==> src/rtl/divclk_pkg.sv <==
package divclk_pkg;

  // Width of the ratio select; ratio = select + 1
  localparam int SEL_W = 2;
  // Index of a half-cycle inside one output period
  localparam int HALF_W = SEL_W + 1;

  // Strobes the control hands to the datapath at each clkIn rising edge
  typedef struct packed {
    logic             park;      // cycle starting now is a sleep cycle
    logic [SEL_W-1:0] code;      // ratio code in force for this cycle
    logic [SEL_W-1:0] slotNow;   // input-cycle index of the cycle starting now
    logic [SEL_W-1:0] slotNext;  // index the following cycle will have
  } divStrobe_t;

endpackage

==> src/rtl/divclk_ctrl.sv <==
module divclk_ctrl
  import divclk_pkg::*;
#(
  parameter logic [SEL_W-1:0] RESET_CODE = SEL_W'(1)
) (
  input  logic             clkIn,
  input  logic             rstN,
  input  logic [SEL_W-1:0] divSel,
  input  logic             sleepReq,
  output divStrobe_t       strb
);

  logic [SEL_W-1:0] slotQ, codeQ;
  logic             parkQ;

  logic             periodEnd;
  logic             nextEnd;
  logic [SEL_W-1:0] slotD, codeD, afterD;
  logic             parkD;

  always_comb begin
    // A sleep cycle is a period of one input cycle
    periodEnd = parkQ || (slotQ == codeQ);
    if (periodEnd) begin
      parkD = sleepReq;
      codeD = divSel;
      slotD = '0;
    end else begin
      parkD = parkQ;
      codeD = codeQ;
      slotD = slotQ + 1'b1;
    end
    nextEnd = parkD || (slotD == codeD);
    afterD  = nextEnd ? '0 : (slotD + 1'b1);
  end

  assign strb = '{park: parkD, code: codeD, slotNow: slotD, slotNext: afterD};

  always_ff @(posedge clkIn or negedge rstN) begin
    if (!rstN) begin
      slotQ <= '0;
      codeQ <= RESET_CODE;
      parkQ <= 1'b1;   // reset behaves as a finished sleep cycle
    end else begin
      slotQ <= slotD;
      codeQ <= codeD;
      parkQ <= parkD;
    end
  end

endmodule

==> src/rtl/divclk_datapath.sv <==
module divclk_datapath
  import divclk_pkg::*;
(
  input  logic       clkIn,
  input  logic       rstN,
  input  divStrobe_t strb,
  output logic       clkOut
);

  // High for the first N half-cycles of a period of 2N half-cycles
  function automatic logic halfHigh(input logic park,
                                    input logic [SEL_W-1:0] code,
                                    input logic [SEL_W-1:0] slot,
                                    input logic second);
    logic [HALF_W-1:0] halfIdx;
    halfIdx = {slot, second};
    return park || (halfIdx <= {1'b0, code});
  endfunction

  logic loD, hiD;
  logic loQ, hiPendQ, hiQ;

  always_comb begin
    loD = halfHigh(strb.park, strb.code, strb.slotNow, 1'b1);
    // Slot 0 of any period, including a sleep cycle, opens high
    if (strb.slotNext == '0) hiD = 1'b1;
    else                     hiD = halfHigh(strb.park, strb.code, strb.slotNext, 1'b0);
  end

  // Low-half level for this cycle and high-half level for the next
  always_ff @(posedge clkIn or negedge rstN) begin
    if (!rstN) begin
      loQ     <= 1'b1;
      hiPendQ <= 1'b1;
    end else begin
      loQ     <= loD;
      hiPendQ <= hiD;
    end
  end

  // Loaded during the low half, so it is settled before it is selected
  always_ff @(negedge clkIn or negedge rstN) begin
    if (!rstN) hiQ <= 1'b1;
    else       hiQ <= hiPendQ;
  end

  // Each source changes only while the other one is selected
  assign clkOut = clkIn ? hiQ : loQ;

endmodule

==> src/rtl/divclk_gen.sv <==
module divclk_gen
  import divclk_pkg::*;
#(
  parameter logic [SEL_W-1:0] RESET_CODE = SEL_W'(1)
) (
  input  logic             clkIn,
  input  logic             rstN,
  input  logic [SEL_W-1:0] divSel,
  input  logic             sleepReq,
  output logic             clkOut
);

  divStrobe_t ctrlStrb;

  divclk_ctrl #(.RESET_CODE(RESET_CODE)) ctrl_i (
    .clkIn    (clkIn),
    .rstN     (rstN),
    .divSel   (divSel),
    .sleepReq (sleepReq),
    .strb     (ctrlStrb)
  );

  divclk_datapath dp_i (
    .clkIn  (clkIn),
    .rstN   (rstN),
    .strb   (ctrlStrb),
    .clkOut (clkOut)
  );

endmodule

==> config.mk <==
export PLATFORM = sky130hd
export DESIGN_NAME = divclk_gen
export DESIGN_NICKNAME = d
export VERILOG_FILES = /design/src/rtl/divclk_pkg.sv /design/src/rtl/divclk_ctrl.sv /design/src/rtl/divclk_datapath.sv /design/src/rtl/divclk_gen.sv
export SDC_FILE = /design/constraint.sdc
export NUM_CORES = 1
export LEC_CHECK = 0
export ABC_AREA = 1
export BUFFER_PORTS_ARGS = -buffer_cell sky130_fd_sc_hd__buf_2
export CORE_AREA = 2 2 44 46
export DETAILED_ROUTE_END_ITERATION = 10
export DIE_AREA = 0 0 46 48
export MAX_ROUTING_LAYER = met4
export PLACE_DENSITY = 0.48
export SYNTH_ARGS = -nofsm -noshare
export SYNTH_HDL_FRONTEND = slang
export SYNTH_SLANG_ARGS = --single-unit
==> constraint.sdc <==
create_clock -name clkIn -period 2.2 [get_ports clkIn]
set_clock_uncertainty 0.1 [all_clocks]
set_input_delay 0.22 -clock clkIn [delete_from_list [all_inputs] [get_ports clkIn]]
set_output_delay 0.22 -clock clkIn [all_outputs]
set_load 0.03 [all_outputs]
==> results of run 1 <==
==> flip-flops by register name, indices dropped and copies added, names as in the netlist <==
name,count
ctrl_i.parkQ,1
dp_i.loQ,1
ctrl_i.slotQ,2
dp_i.hiPendQ,1
dp_i.hiQ,1
ctrl_i.codeQ,2
==> through the flow <==
step	utilization [%]	hold WS, ns	cells	setup TNS [ns]
floorplan	-	-0.176	59	0
global placement	32.2	-0.0369	81	0
detailed placement	32.2	-0.0363	81	0
CTS	36.3	0.00524	90	-0.412
global route	37.2	0.113	91	-0.457
finish	37.2	0.115	91	-0.396
==> path summary, 6_finish.rpt <==
check / endpoint / cells past startpoint / slack [ns]
min: ctrl_i.codeQ[1] / 2 / 0.12
max reg2reg: dp_i.hiPendQ / 14 / 0.27
max in group asynchronous: dp_i.hiQ / 2 / 0.62
max: clkOut / 3 / -0.40
min reg2reg: ctrl_i.slotQ[0] / 3 / 0.55
min in group clkIn: ctrl_i.codeQ[0] / 4 / 0.13
==> final cells by class <==
class / count / area (um2)
inverters: 13 / 48.8
clock buffers: 7 / 56.3
well taps: 17 / 21.3
fillers: 185 / 1060
multi-input cells: 37 / 244
clock inverters: 3 / 11.3
repair buffers: 6 / 40.0
flip-flops and latches: 8 / 206
==> layer usage <==
layer,track usage [%],vias to the layer above,wire (um)
li1,-,205,-
met1,10.5,182,412
met2,13.9,3,427
met3,4.91,0,19
met4,5.71,0,0
met5,-,-,0
==> what timing repair did <==
item	in CTS	in global routing
gates cloned	0	0
endpoints found under the hold margin	7	1
pin swaps	1	1
endpoints found under the setup margin	2	2
resized for setup	2	2
hold buffers	1	1
==> cells in the mapped netlist (all sizes together) <==
cell type  instances  area [um2]
ha                 2        25.0
nand2             23         111
nand3              8        75.1
dfrtp              3        75.1
dfstp              5         131
inv               14        52.6
xor2               1        8.76
nand3b             2        15.0
nor2               1        3.75
==> cells by family after synthesis <==
| group | Yosys count | synth area share [%] |
|---|---|---|
| flip-flops | 8 | 41.5 |
| XOR/XNOR | 1 | 1.76 |
| buffers and inverters | 14 | 10.6 |
| adder cells (fa/ha/maj) | 2 | 5.02 |
| AND/OR/NAND/NOR | 34 | 41.2 |
==> critical path, cell delays in order (launching register included) <==
cell and delay (ns):
dfstp_2 0.52, nand2_2 0.04, nand2_2 0.06, buf_6 0.12
==> impl_metrics.py, run 1 <==
metrics = {
    "global_route": {
        "grt.overflow.total": 0,
        "antenna_found_initial": 0,
        "grt_pass1_wl_um": 1350,
        "grt_usage_pct": 9.61,
        "grt_max_degree": 9,
        "grt_pass1_vias": 355,
    },
    "placed_design": {
        "portBuffers": 5,
        "placed_cell_area_um2": 544,
        "hpwlAfterDp_um": 667,
        "place_congestion": 0.739,
        "dpl_worst_slack_ns": 0.0238,
    },
    "setup_path": {
        "worstSetupStartpoint": "dp_i.hiQ",
        "timing_worst_setup_path_type": "reg -> out",
        "cp-end-kind": "output port",
        "crit_arrival_ns": 2.28,
        "cp-start-kind": "flop",
        "worstPathRequired_ns": 1.88,
        "r2r-start": "ctrl_i.codeQ[0]",
        "cp_max_fo": 1,
    },
    "cells_and_area": {
        "antenna_cells": 0,
        "stdcell_area_um2": 628,
        "synthToLayoutAreaGrowth_pct": 26.1,
        "final_cell_mix": "13 x nand2_1, 11 x inv_1, 9 x nand2_2, 6 x clkbuf_4, 5 x dfstp_2",
        "final_common_cell": "nand2_1",
        "layout-drive-gt1-share_pct": 45.9,
        "nNetsFinal": 82,
    },
    "route": {
        "vias_per_cell": 4.29,
        "drc": 0,
        "drt_first_iter_violations": 3,
        "drt_first_pass_iters": 3,
        "final_antenna_net_count": 0,
        "drt_wl_total_um": 858,
        "vias": 390,
        "avgRoutedWirePerCell_um": 9.43,
    },
    "synth": {
        "netlist_area_um2": 498,
        "synth_seq_cells": 8,
        "syn_nets": 66,
        "ys_seq_area_share_pct": 41.5,
        "synth_cell_types": 14,
        "avgSynthCellArea_um2": 8.44,
        "yosysWarningCount": 0,
        "synth_cells": 59,
    },
    "die": {
        "core_area_um2": 1690,
        "die_area_um2": 2210,
        "initial_core_util_pct": 29.5,
        "io-pin-count": 6,
        "fp-row-count": 15,
        "chipHeight_um": 48,
        "die_w_um": 46,
    },
    "sta": {
        "grt_setup_unrepaired": "yes",
        "setup_viol": 2,
        "tightest_slew_ns": 0.157,
        "setup_ws_ns": -0.396,
        "slew-limit-headroom_pct": 89.5,
        "finalMaxSlewViolations": 0,
        "finalHoldViolCount": 0,
    },
    "status": {
        "violations": "setup timing",
        "status": "finished, violations left",
    },
    "cts": {
        "path_clk_slew_ns": 0.06,
        "tritoncts": "yes",
        "clock_latency_ns": 0.36,
        "postCtsSetupRepairBufs": 0,
    },
    "job": {
        "drv_cap": 0,
    },
    "min_path": {
        "worstHoldPathType": "in -> async",
    },
}
Power of run 1 is left out: the tool's default activity adds up to more than one toggle a clock period on the data nets, which glitch-free logic cannot reach.
==> inputs of run 2 (changes only) <==
--- a/config.mk
+++ b/config.mk
@@ -5,13 +5,12 @@
 export SDC_FILE = /design/constraint.sdc
 export NUM_CORES = 1
 export LEC_CHECK = 0
-export ABC_AREA = 1
 export BUFFER_PORTS_ARGS = -buffer_cell sky130_fd_sc_hd__buf_2
-export CORE_AREA = 2 2 44 46
+export CORE_AREA = 2 2 47 49
 export DETAILED_ROUTE_END_ITERATION = 10
-export DIE_AREA = 0 0 46 48
-export MAX_ROUTING_LAYER = met4
+export DIE_AREA = 0 0 49 51
 export PLACE_DENSITY = 0.48
+export REMOVE_ABC_BUFFERS = 1
 export SYNTH_ARGS = -nofsm -noshare
 export SYNTH_HDL_FRONTEND = slang
 export SYNTH_SLANG_ARGS = --single-unit
==> run 2 against run 1 <==
Against the previous run:
- the run still ends with setup timing left
- non-clock buffer count rose by 14
- count of clock-buffer cells in the layout rose by 1
- sequential share of layout area fell by 8.5 points
- wire length rose by 61%
- synthesized cell count did not move
- via count rose by 38%
- global-route usage rose by 4.6 points
- first-iteration DRC count rose to 4.3 times the previous value
- sequential cell count did not move
- worst setup slack got worse by 0.049 ns
- largest cell class unchanged
- highest routed layer is now met4
==> impl_metrics.py, run 2 <==
metrics = {
    "synth": {
        "dominantRegCellSynth": "dfstp_2",
        "avgSynthCellArea_um2": 9.63,
        "yosysTopAreaCell": "dfstp_2",
        "synth_cell_types": 32,
        "synth_edf_count": 0,
        "netlist_area_um2": 568,
        "synth_cells": 59,
        "netlist.area_leader.share_pct": 23.1,
        "async_flop_share_pct": 100,
        "synthTopCellsByArea": "dfstp_2 23%, dfrtp_1 13%, nor2b_1 6.6%, ha_1 4.4%, inv_1 4.0%",
        "yosysWarningCount": 0,
        "synth_seq_cells": 8,
        "ys_seq_area_share_pct": 36.3,
        "synth_commonest_cells": "6 x inv_1, 6 x nor2b_1, 5 x dfstp_2",
    },
    "setup_path": {
        "cp-start-kind": "flop",
        "cp-end-kind": "output port",
        "reg2reg_depth": 9,
        "timing_worst_setup_path_type": "reg -> out",
        "crit_arrival_ns": 2.32,
        "worstPathRequired_ns": 1.88,
        "cp_max_fo": 1,
    },
    "route": {
        "drt_first_iter_violations": 13,
        "vias_per_cell": 4.75,
        "drt_wl_total_um": 1380,
        "vias": 537,
        "drt_first_pass_iters": 2,
        "drc": 0,
        "final_antenna_net_count": 0,
        "avgRoutedWirePerCell_um": 12.2,
    },
    "min_path": {
        "min_path_cells": 2,
        "worstHoldPathType": "in -> reg",
    },
    "pwr": {
        "peakVddDrop_v": 0.000918,
        "powerDensity_nw_per_um2": 2110,
        "total_leakage_power_uw": 0.000383,
    },
    "cells_and_area": {
        "nNetsFinal": 93,
        "final_cell_mix": "14 x buf_4, 6 x inv_1, 6 x nor2b_1, 6 x clkbuf_4, 5 x dfstp_2",
        "synthToLayoutAreaGrowth_pct": 50.2,
        "layout-drive-gt1-share_pct": 54.1,
        "fin_util_pct": 41.4,
        "n_fill_cell": 226,
        "top_regs": "ctrl_i.codeQ (2), ctrl_i.slotQ (2)",
        "antenna_cells": 0,
        "final_common_cell": "buf_4",
    },
    "global_route": {
        "grt_pass1_vias": 528,
        "antenna_found_initial": 0,
        "grt_usage_pct": 14.2,
        "grt.overflow.total": 0,
        "grt_max_degree": 11,
        "grt_pass1_wl_um": 2290,
    },
    "cts": {
        "tritoncts": "yes",
        "clock_latency_ns": 0.38,
        "postCtsSetupRepairBufs": 0,
        "path_clk_slew_ns": 0.06,
    },
    "sta": {
        "tightest_slew_ns": 0.395,
        "slew-limit-headroom_pct": 73.3,
        "finalHoldViolCount": 0,
        "finalMaxSlewViolations": 0,
        "setup_viol": 2,
        "grt_setup_unrepaired": "yes",
        "fin_tns_setup_ns": -0.597,
        "setup_ws_ns": -0.444,
    },
    "status": {
        "status": "finished, violations left",
        "violations": "setup timing",
    },
    "placed_design": {
        "place_congestion": 0.769,
        "hpwlAfterDp_um": 958,
        "portBuffers": 5,
    },
    "die": {
        "core_area_um2": 2060,
        "fp-row-count": 17,
        "initial_core_util_pct": 27.5,
        "die_area_um2": 2500,
        "die_w_um": 49,
        "io-pin-count": 6,
        "chipHeight_um": 51,
    },
    "job": {
        "drv_cap": 0,
    },
}
[run 2: through the flow]
stage | instance area [um2] | std cells | total power, uW | hold slack, ns | setup slack, ns
after floorplan | 558 | 57 | 992 | -0.176 | -0.177
after global placement | 731 | 105 | 1410 | -0.0344 | -0.298
after detailed placement | 731 | 105 | 1410 | -0.0341 | -0.334
after CTS | 818 | 113 | 1740 | 0.0194 | -0.455
after global routing | 853 | 113 | 1960 | 0.0286 | -0.489
final | 853 | 113 | 1800 | 0.0423 | -0.444
[run 2: area by class of cell]
| cell class | instances | area, um2 | share of cell area (%) |
|---|---|---|---|
| Clock buffer | 8 | 60.1 | 7.04 |
| Multi-Input combinational cell | 43 | 382 | 44.7 |
| Timing Repair Buffer | 20 | 146 | 17.2 |
| Inverter | 5 | 18.8 | 2.20 |
| Sequential cell | 8 | 208 | 24.3 |
| Clock inverter | 1 | 3.75 | 0.440 |
| Tap cell | 28 | 35.0 | 4.11 |
[run 2: final timing paths]
check	from	end	slack, ns
hold / removal	sleepReq	ctrl_i.parkQ	0.04
hold reg to reg	ctrl_i.slotQ[0]	ctrl_i.codeQ[0]	0.53
max in group asynchronous	rstN	dp_i.hiQ	0.63
setup / recovery	dp_i.hiQ	clkOut	-0.44
setup reg to reg	ctrl_i.codeQ[0]	dp_i.hiPendQ	-0.15
min in group asynchronous	rstN	ctrl_i.slotQ[0]	0.10
[run 2: worst max-delay path, cell delays in order (launching register included)]
cell,delay (ns)
dfstp_2,0.52
mux2_4,0.14
buf_6,0.12
[run 2: timing repair]
item | CTS | global route
hold buffers | 1 | 0
gates cloned | 0 | 0
hold endpoints to repair | 7 | 0
gates resized for setup | 7 | 7
endpoints found under the setup margin | 2 | 3
pin swaps | 7 | 2
[run 2: per-layer routing]
layer	vias up	wire length (um)	track usage (%)	part of all wire, %
li1	265	-	-	-
met1	252	624	14.2	45
met4	0	75	17.6	5.4
met5	-	0	0	0
met2	11	619	18.5	45
met3	9	63	8.48	4.6
[run 2: cells by family after synthesis]
family | Yosys count | synth area share [%]
AOI/OAI and AO/OA | 19 | 26.4
xor gates and xnor gates | 4 | 8.81
adders and majority gates | 2 | 4.40
buffers and inverters | 8 | 5.73
DFF | 8 | 36.3
muxes | 1 | 1.98
and+or+nand+nor | 17 | 16.3
[run 2: where the power goes]
group          total (uW)  leakage (uW)  switching [uW]  internal [uW]
sequential            339     0.0000886            84.3            255
clock                 332     0.0000482             138            195
combinational        1130      0.000246             526            603
total                1800      0.000383             748           1050
(Power assumes the default switching activity.)
